### config.mk
export PLATFORM = sky130hd
export DESIGN_NAME = stopwatch_timebase
export DESIGN_NICKNAME = d
export VERILOG_FILES = /design/src/rtl/swtb_pkg.sv /design/src/rtl/swtb_ctrl_reg.sv /design/src/rtl/swtb_chrono.sv /design/src/rtl/swtb_timebase.sv /design/src/rtl/stopwatch_timebase.sv
export SDC_FILE = /design/constraint.sdc
export NUM_CORES = 1
export LEC_CHECK = 0
export ABC_CLOCK_PERIOD_IN_PS = 1500
export BUFFER_PORTS_ARGS = -buffer_cell sky130_fd_sc_hd__buf_4
export CORE_ASPECT_RATIO = 0.5
export CORE_MARGIN = 2
export CORE_UTILIZATION = 48
export DETAILED_ROUTE_END_ITERATION = 10
export GPL_ROUTABILITY_DRIVEN = 1
export PLACE_DENSITY = 0.74
export SLEW_MARGIN = 20
export SYNTH_ARGS = -nofsm -noshare
export SYNTH_HDL_FRONTEND = slang
export SYNTH_SLANG_ARGS = --single-unit
### constraint.sdc
create_clock -name clk_i -period 1.5 [get_ports clk_i]
set_clock_uncertainty 0.1 [all_clocks]
set_input_delay 0.075 -clock clk_i [delete_from_list [all_inputs] [get_ports clk_i]]
set_output_delay 0.075 -clock clk_i [all_outputs]
set_load 0.02 [all_outputs]
### src/rtl/swtb_pkg.sv
package swtb_pkg;
  localparam int unsigned RUN_BIT  = 0;
  localparam int unsigned CHR_BIT  = 1;
  localparam int unsigned CLR_BIT  = 2;
  localparam int unsigned FAST_BIT = 3;

  localparam logic ADDR_CTRL   = 1'b0;
  localparam logic ADDR_CHRONO = 1'b1;

  typedef struct packed {
    logic fast;
    logic chr_en;
    logic run;
  } ctrl_t;
endpackage

### src/rtl/swtb_ctrl_reg.sv
module swtb_ctrl_reg
  import swtb_pkg::*;
#(
  parameter int DATA_W = 8
) (
  input  logic              clk_i,
  input  logic              rst_ni,
  input  logic              wr_en_i,
  input  logic              addr_i,
  input  logic [DATA_W-1:0] wdata_i,
  output ctrl_t             ctrl_o,
  output logic              clr_o,
  output logic              restart_o
);
  ctrl_t ctrl_q;
  logic  ctrl_wr;
  logic  unused_wdata;

  assign ctrl_wr      = wr_en_i && (addr_i == ADDR_CTRL);
  assign clr_o        = ctrl_wr && wdata_i[CLR_BIT];
  assign restart_o    = ctrl_wr && (wdata_i[FAST_BIT] != ctrl_q.fast);
  assign unused_wdata = ^wdata_i[DATA_W-1:FAST_BIT+1];
  assign ctrl_o       = ctrl_q;

  always_ff @(posedge clk_i or negedge rst_ni) begin
    if (!rst_ni) begin
      ctrl_q <= '0;
    end else if (ctrl_wr) begin
      ctrl_q.run    <= wdata_i[RUN_BIT];
      ctrl_q.chr_en <= wdata_i[CHR_BIT];
      ctrl_q.fast   <= wdata_i[FAST_BIT];
    end
  end


  ctrl_hold_chk: assert property (@(posedge clk_i) disable iff (!rst_ni)
    !ctrl_wr |=> $stable(ctrl_q));

  restart_src_chk: assert property (@(posedge clk_i) disable iff (!rst_ni)
    restart_o |=> ctrl_q.fast != $past(ctrl_q.fast));
endmodule

### src/rtl/swtb_chrono.sv
module swtb_chrono #(
  parameter int CHR_W = 8
) (
  input  logic             clk_i,
  input  logic             rst_ni,
  input  logic             step_i,
  input  logic             clr_i,
  output logic [CHR_W-1:0] count_o
);
  logic [CHR_W-1:0] count_q;

  always_ff @(posedge clk_i or negedge rst_ni) begin
    if (!rst_ni)     count_q <= '0;
    else if (clr_i)  count_q <= '0;
    else if (step_i) count_q <= count_q + 1'b1;
  end

  assign count_o = count_q;


  clr_zero_chk: assert property (@(posedge clk_i) disable iff (!rst_ni)
    clr_i |=> count_q == '0);

  step_inc_chk: assert property (@(posedge clk_i) disable iff (!rst_ni)
    step_i && !clr_i |=> count_q == CHR_W'($past(count_q) + 1'b1));

  idle_hold_chk: assert property (@(posedge clk_i) disable iff (!rst_ni)
    !step_i && !clr_i |=> $stable(count_q));
endmodule

### src/rtl/swtb_timebase.sv
module swtb_timebase #(
  parameter int SLOW_DIV = 64,
  parameter int SPEEDUP  = 4
) (
  input  logic clk_i,
  input  logic rst_ni,
  input  logic tick_i,
  input  logic fast_i,
  input  logic restart_i,
  input  logic ack_i,
  output logic flag_o
);
  localparam int FAST_DIV = SLOW_DIV / SPEEDUP;
  localparam int CNT_W    = $clog2(SLOW_DIV);

  logic [CNT_W-1:0] cnt_q;
  logic [CNT_W-1:0] last;
  logic             wrap;
  logic             flag_q;

  assign last = fast_i ? CNT_W'(FAST_DIV - 1) : CNT_W'(SLOW_DIV - 1);
  assign wrap = tick_i && !restart_i && (cnt_q == last);

  always_ff @(posedge clk_i or negedge rst_ni) begin
    if (!rst_ni)        cnt_q <= '0;
    else if (restart_i) cnt_q <= '0;
    else if (tick_i)    cnt_q <= wrap ? '0 : cnt_q + 1'b1;
  end

  // set beats acknowledge
  always_ff @(posedge clk_i or negedge rst_ni) begin
    if (!rst_ni)    flag_q <= 1'b0;
    else if (wrap)  flag_q <= 1'b1;
    else if (ack_i) flag_q <= 1'b0;
  end

  assign flag_o = flag_q;


  restart_zero_chk: assert property (@(posedge clk_i) disable iff (!rst_ni)
    restart_i |=> cnt_q == '0);

  cnt_range_chk: assert property (@(posedge clk_i) disable iff (!rst_ni)
    cnt_q <= last);

  flag_sticky_chk: assert property (@(posedge clk_i) disable iff (!rst_ni)
    flag_q && !ack_i |=> flag_q);

  set_wins_chk: assert property (@(posedge clk_i) disable iff (!rst_ni)
    wrap |=> flag_q);

  no_tick_hold_chk: assert property (@(posedge clk_i) disable iff (!rst_ni)
    !tick_i && !restart_i |=> $stable(cnt_q));
endmodule

### src/rtl/stopwatch_timebase.sv
module stopwatch_timebase
  import swtb_pkg::*;
#(
  parameter int DATA_W   = 8,
  parameter int CHR_W    = 8,
  parameter int TB1_SLOW = 64,
  parameter int TB2_SLOW = 32,
  parameter int SPEEDUP  = 4
) (
  input  logic              clk_i,
  input  logic              rst_ni,
  input  logic              tick_i,
  input  logic              wr_en_i,
  input  logic              addr_i,
  input  logic [DATA_W-1:0] wdata_i,
  output logic [DATA_W-1:0] rdata_o,
  input  logic [1:0]        tb_ack_i,
  output logic [1:0]        tb_flag_o
);
  localparam int NUM_TB = 2;

  ctrl_t            ctrl;
  logic             clr;
  logic             restart;
  logic             tick_en;
  logic [CHR_W-1:0] chr_cnt;

  assign tick_en = tick_i && ctrl.run;

  swtb_ctrl_reg #(.DATA_W(DATA_W)) i_ctrl (
    .clk_i     (clk_i),
    .rst_ni    (rst_ni),
    .wr_en_i   (wr_en_i),
    .addr_i    (addr_i),
    .wdata_i   (wdata_i),
    .ctrl_o    (ctrl),
    .clr_o     (clr),
    .restart_o (restart)
  );

  swtb_chrono #(.CHR_W(CHR_W)) i_chrono (
    .clk_i   (clk_i),
    .rst_ni  (rst_ni),
    .step_i  (tick_en && ctrl.chr_en),
    .clr_i   (clr),
    .count_o (chr_cnt)
  );

  for (genvar g = 0; g < NUM_TB; g++) begin : g_tb
    localparam int SLOW = (g == 0) ? TB1_SLOW : TB2_SLOW;
    swtb_timebase #(.SLOW_DIV(SLOW), .SPEEDUP(SPEEDUP)) i_tb (
      .clk_i     (clk_i),
      .rst_ni    (rst_ni),
      .tick_i    (tick_en),
      .fast_i    (ctrl.fast),
      .restart_i (restart),
      .ack_i     (tb_ack_i[g]),
      .flag_o    (tb_flag_o[g])
    );
  end

  always_comb begin
    rdata_o = '0;
    if (addr_i == ADDR_CTRL) begin
      rdata_o[RUN_BIT]  = ctrl.run;
      rdata_o[CHR_BIT]  = ctrl.chr_en;
      rdata_o[FAST_BIT] = ctrl.fast;
    end else begin
      rdata_o[CHR_W-1:0] = chr_cnt;
    end
  end


  frozen_chrono_chk: assert property (@(posedge clk_i) disable iff (!rst_ni)
    !ctrl.run && !clr |=> $stable(chr_cnt));

  frozen_flags_chk: assert property (@(posedge clk_i) disable iff (!rst_ni)
    !ctrl.run && (tb_ack_i == 2'b00) |=> $stable(tb_flag_o));
endmodule

# After elaboration in Yosys (flattened, before gate mapping)
# Index checks and enable logic that the tools add are counted.
[totals] ff_bits=24 latchBits=0 mem_bits_rw=0 rom_bits=0 inputBits=15 wordCells=46 mem_count=0
[classes] n_addsub=3 mul=0 n_div=0 n_lt_le_gt_ge=0 n_eq_ne=3 n_shift=0 mux=18 n_bitwise=1 n_reduce_logical=13
[op_table] op="$mux 6" count=4
[op_table] op="$mux 5" count=4
[op_table] op="$mux 8" count=2
[op_table] op="$add 8x1->8 const B" count=1
[op_table] op="$logic_and 1x1->1" count=8
[op_table] op="$reduce_bool 2->1" count=4
[op_table] op="$add 6x1->6 const B" count=1
[op_table] op="$eq 6x6->1" count=1
[op_table] op="$mux 1" count=6
[op_table] op="$add 5x1->5 const B" count=1
[op_table] op="$eq 5x5->1" count=1
[op_table] op="$mux 4" count=1
[op_table] op="$mux 2" count=1
[op_table] op="$logic_not 1->1" count=1
[op_table] op="$ne 1x1->1" count=1
[op_table] op="$not 1->1" count=1

# Longest topological paths before layout
[depth] ltp_word=9 ltp_mapped=5 ltp_nobuf=5

# Modules after synthesis
# From an unflattened synthesis, not the netlist that was laid out.
[hier_totals] hier_cells=135 hier_area_um2=1383.8
[by_module_without_submodules] mod="swtb_chrono" n_inst=1 cells_each=37 area_per_inst_um2=396.6
[by_module_without_submodules] mod="swtb_timebase at g_tb[0].i_tb" n_inst=1 cells_each=42 area_per_inst_um2=396.6
[by_module_without_submodules] mod="swtb_timebase at g_tb[1].i_tb" n_inst=1 cells_each=36 area_per_inst_um2=355.3
[by_module_without_submodules] mod="swtb_ctrl_reg" n_inst=1 cells_each=10 area_per_inst_um2=157.7
[by_module_without_submodules] mod="stopwatch_timebase" n_inst=1 cells_each=10 area_per_inst_um2=77.6

# Worst setup path after synthesis
# Ideal clock, no wire load.
[synth_path] path_kind="register to register" from="register g_tb[0].i_tb.cnt_q[0]" to="register g_tb[0].i_tb.cnt_q[4]" setup_time_ps=77 t_arrival_ps=1218 slack_ps=105 stages_incl_launch_ff=5 period_less_slack_ps=1395 path_cell_list="dfrtp_1 ha_1 nand3_1 or4_1 a21oi_1"
[synth_between] elab_chain_len=5
[synth_lines] item="from (decl)" line_no="swtb_timebase.sv:16" source="logic [CNT_W-1:0] cnt_q;"
[synth_lines] item="from (signal assigned)" line_no="swtb_timebase.sv:27" source="else if (tick_i) cnt_q <= wrap ? '0 : cnt_q + 1'b1;"
[synth_lines] item="parallel branches: the longest is 2 deep, another holds $add 6x1->6"
[synth_lines] item="$mux 6 * (2 in a row)" line_no="swtb_timebase.sv:27"
[synth_lines] item="$mux 6 *" line_no="swtb_timebase.sv:26" source="else if (restart_i) cnt_q <= '0;"
# Mark *: on every way between the ends. The select of a mux whose other input is x is not followed.
# A chain may end at the register's enable or synchronous reset.

# Final worst setup path
[layout_path] from="register g_tb[0].i_tb.cnt_q[1]" to="register g_tb[0].i_tb.cnt_q[4]"
# Same word-level chain as after synthesis.

==> summary.txt <==
Run status
  • Status: finished, final reports clean

Job
  • Maxcap violations: 0

Synthesis
  • Top-area cell type share of the netlist area: 46.51%
  • Synth warn: 0
  • Syn avg cell area: 9.636 µm²
  • Asr flop ratio synth: 100.0%
  • Dominant cell type by area after synthesis: dfrtp_1
  • Largest family of logic cells by synthesized area: simple AND/OR/NAND/NOR gates
  • Synth Area in XOR/XNOR: about 6.8%
  • Syn nets: 152
  • Post-synthesis mux area share: 6.008%
  • Distinct cells, synth: 35
  • FF+latch count, synth: 24
  • Dominant cells by area after synthesis: dfrtp_1 47%, mux2_2 5.2%, nand2_1 4.9%
  • Simple-gate area share of the yosys netlist: 25.00%
  • Post-synth EDFFs: 0
  • Compound-Gate Fraction of Synth Area: just over 9%
  • Ys flop type: dfrtp_1
  • Post-synthesis adder-cell area fraction: 2.907%
  • Synthesized cell area: around 1300 µm²
  • Post-synthesis sequential area ratio: 46.51%
  • Gate Count Post-Synth: 134

Clock network
  • Clk_lat worst skew: 0.26 ns
  • H-tree depth: 1
  • CTS sink cnt: 24
  • Total CTS buffers: 3
  • CTS Buffer Depth: 2
  • CTS tree: done
  • Clock root cell: clkbuf_8
  • Clk slew on worst S/H paths: 0.08 ns

Critical path
  • R2R Setup Slk: 0.03 ns
  • Reg2Reg Depth: 4
  • Worst Path Required: 1.60 ns
  • Setup CP Type: reg2reg
  • Arr. time, crit path: 1.57 ns
  • Crit-path cells: ha_1, nand3_1, or4_4, a21oi_2
  • Worst Setup End Kind: register
  • Worst Setup Start Kind: register
  • CP max FO: 3
  • Crit Reg-Reg Endpoint: g_tb[0].i_tb.cnt_q[4]
  • RR Startpoint: g_tb[0].i_tb.cnt_q[1]
  • Largest stage delay on the critical path: between 0.5 and 0.6 ns
  • Crit path max-delay cell type: or4_4

Final layout
  • Share of layout cells above drive strength 1: 27.88%
  • FF+latch area: ~600 µm²
  • ANT cells: 0
  • FILL cells: 222
  • Most common cell after layout, fill and taps aside: buf_4
  • Most frequent cells in the layout: 29 x buf_4, 23 x dfrtp_1, 17 x nand2_1
  • Area growth from synthesis to layout: 26.94%
  • Finished Core Util: 63.78%
  • Layout Nets: 184
  • Multi-input combinational cell area: between 600 and 700 µm²

Timing
  • Final setup fails: 0
  • Hold WS: 0.1614 ns
  • RSZ-0062 raised after global routing: true
  • Post-layout min period: 1.467 ns
  • F_max: 681.9 MHz
  • Sum Neg Setup Slack: 0 ns
  • Tcrit/Tclk final: 97.77%
  • Slew at the pin closest to its max-slew limit: 0.3086 ns
  • Fin. Hold Viols: 0
  • Slew Limit Fails: 0
  • Max_slew headroom: 79.42%

Floorplanning
  • Initial Utilization: 50.24%
  • DIE AREA: 3146 µm²
  • Standard-cell rows: 13
  • Die Ht: 40.68 µm
  • I/O pin count: 25
  • Core Region: 2570 µm²
  • Die width: between 70 and 80 µm

Pwr
  • Comb power frac: 25.9%
  • P per Cell Area: roughly 1100 nW/µm²
  • Sw Share: 30.46%
  • Seq pwr share: about half
  • Clock Power Share: 24.2%
  • LEAKAGE: between 0.7 and 0.8 nW
  • Max VDD drop: about 0.0006 V
  • Switch Pwr: 0.5459 mW
  • Cell-internal power: 1.246 mW

GRT
  • First-pass GRT wire length: 3898 µm
  • Vias in the first global route: approximately 860
  • Total gr overflow: 0
  • Initial antenna violation count: 0
  • Largest net degree at the start of global routing: 25
  • All-Layer GR Usage: 16.67%

Detailed routing
  • Vias: 1,008
  • Post-route DRC violation count: 0
  • Total Routed Length: 2391 µm
  • Vias per cell: 4.990
  • Routed wire length per instance: 11.84 µm
  • First-pass DRT Iterations: 4
  • Antenna-violating nets left: 0
  • DRT iter0 DRCs: 40

Placement
  • Port buffer count: 20
  • Placer Congestion: 0.7819
  • Dpl hpwl: 1705 µm

Hold path
  • Hold WC Path Type: in2async
==> through the flow <==
step	area, µm²	setup slack (ns)	instances	power (mW)
floorplan	1291	0.1050	134	1.173
global placement	1508	0.05945	191	1.322
detailed placement	1508	0.03910	191	1.336
CTS	1623	0.02045	201	1.781
global route	1639	-0.03054	202	1.924
finish	1639	0.03349	202	1.792
==> synth_stat cells, types with 3 or more instances <==
master,number
clkbuf_1,4
dfrtp_1,24
nand2_1,17
xor2_1,7
xnor2_1,3
a21oi_1,8
nor3_1,3
nand3_1,5
mux2_2,6
nor2_1,14
ha_1,3
nand4_1,5
and2_1,8
==> logic make-up (layout without fill, tap and decap cells) <==
group           count (synthesis)  count (layout)
buf+inv                        10              41
simple gates                   63              63
fa+ha+maj                       3               3
compound gates                 17              17
mux                             7               7
flops                          24              24
xor+xnor                       10              10
==> worst max-delay path, delay by kind of cell, from the launching register on <==
kind / cells / cell delay (ns)
AO/OA/AOI/OAI: 1 / 0.12
adder cells (fa/ha/maj): 1 / 0.18
flip-flops: 1 / 0.38
AND/OR/NAND/NOR: 2 / 0.63
==> sequential cells by signal (all words and copies together) (netlist names) <==
signal            flops
g_tb.i_tb.cnt_q      11
i_chrono.count_o      8
i_ctrl.ctrl_o         3
g_tb.i_tb.flag_o      2
==> metal layers <==
metal  routed length (µm)  global-route usage (%)  up-vias
li1                     -                       -      520
met1                 1176                   23.13      473
met2                 1131                   26.52       13
met3                   68                   4.185        2
met4                   14                   5.357        0
met5                    0                       0        -
==> worst max-delay path by stage <==
| stage | startpoint | to | slack [ns] | cells past startpoint |
|---|---|---|---|---|
| floorplan | g_tb[0].i_tb.cnt_q[0] | g_tb[0].i_tb.cnt_q[4] | 0.11 | 4 |
| global placement | i_ctrl.ctrl_o[2] | g_tb[0].i_tb.flag_o | 0.06 | 3 |
| detailed placement | i_ctrl.ctrl_o[2] | g_tb[0].i_tb.flag_o | 0.04 | 3 |
| CTS | i_ctrl.ctrl_o[2] | g_tb[0].i_tb.flag_o | 0.02 | 3 |
| global route | g_tb[0].i_tb.cnt_q[1] | g_tb[0].i_tb.cnt_q[4] | -0.03 | 4 |
| finish | g_tb[0].i_tb.cnt_q[1] | g_tb[0].i_tb.cnt_q[4] | 0.03 | 4 |
==> what timing repair did <==
action / in CTS / in global routing
hold buffers: 6 / 0
buffers inserted: 0 / 1
setup endpoints to repair: 0 / 3
resized for setup: 0 / 3
hold endpoints to repair: 29 / 0
==> power groups by stage <==
stage / Sequential, mW / Clock (mW) / Combinational (mW)
2_1_floorplan: 0.881 / 0 / 0.292
3_3_place_gp: 0.898 / 0 / 0.424
3_5_place_dp: 0.904 / 0 / 0.432
4_1_cts: 0.890 / 0.443 / 0.448
5_1_grt: 0.915 / 0.482 / 0.528
6_report: 0.894 / 0.434 / 0.464
==> area by class of cell <==
cell class | instances | area share [%]
inverters | 2 | 0.4580
well taps | 37 | 2.824
multi-input cells | 100 | 39.69
clock buffers | 4 | 3.359
flip-flops and latches | 24 | 36.72
repair buffers | 35 | 16.95
Power figures use the tool's default switching activity.
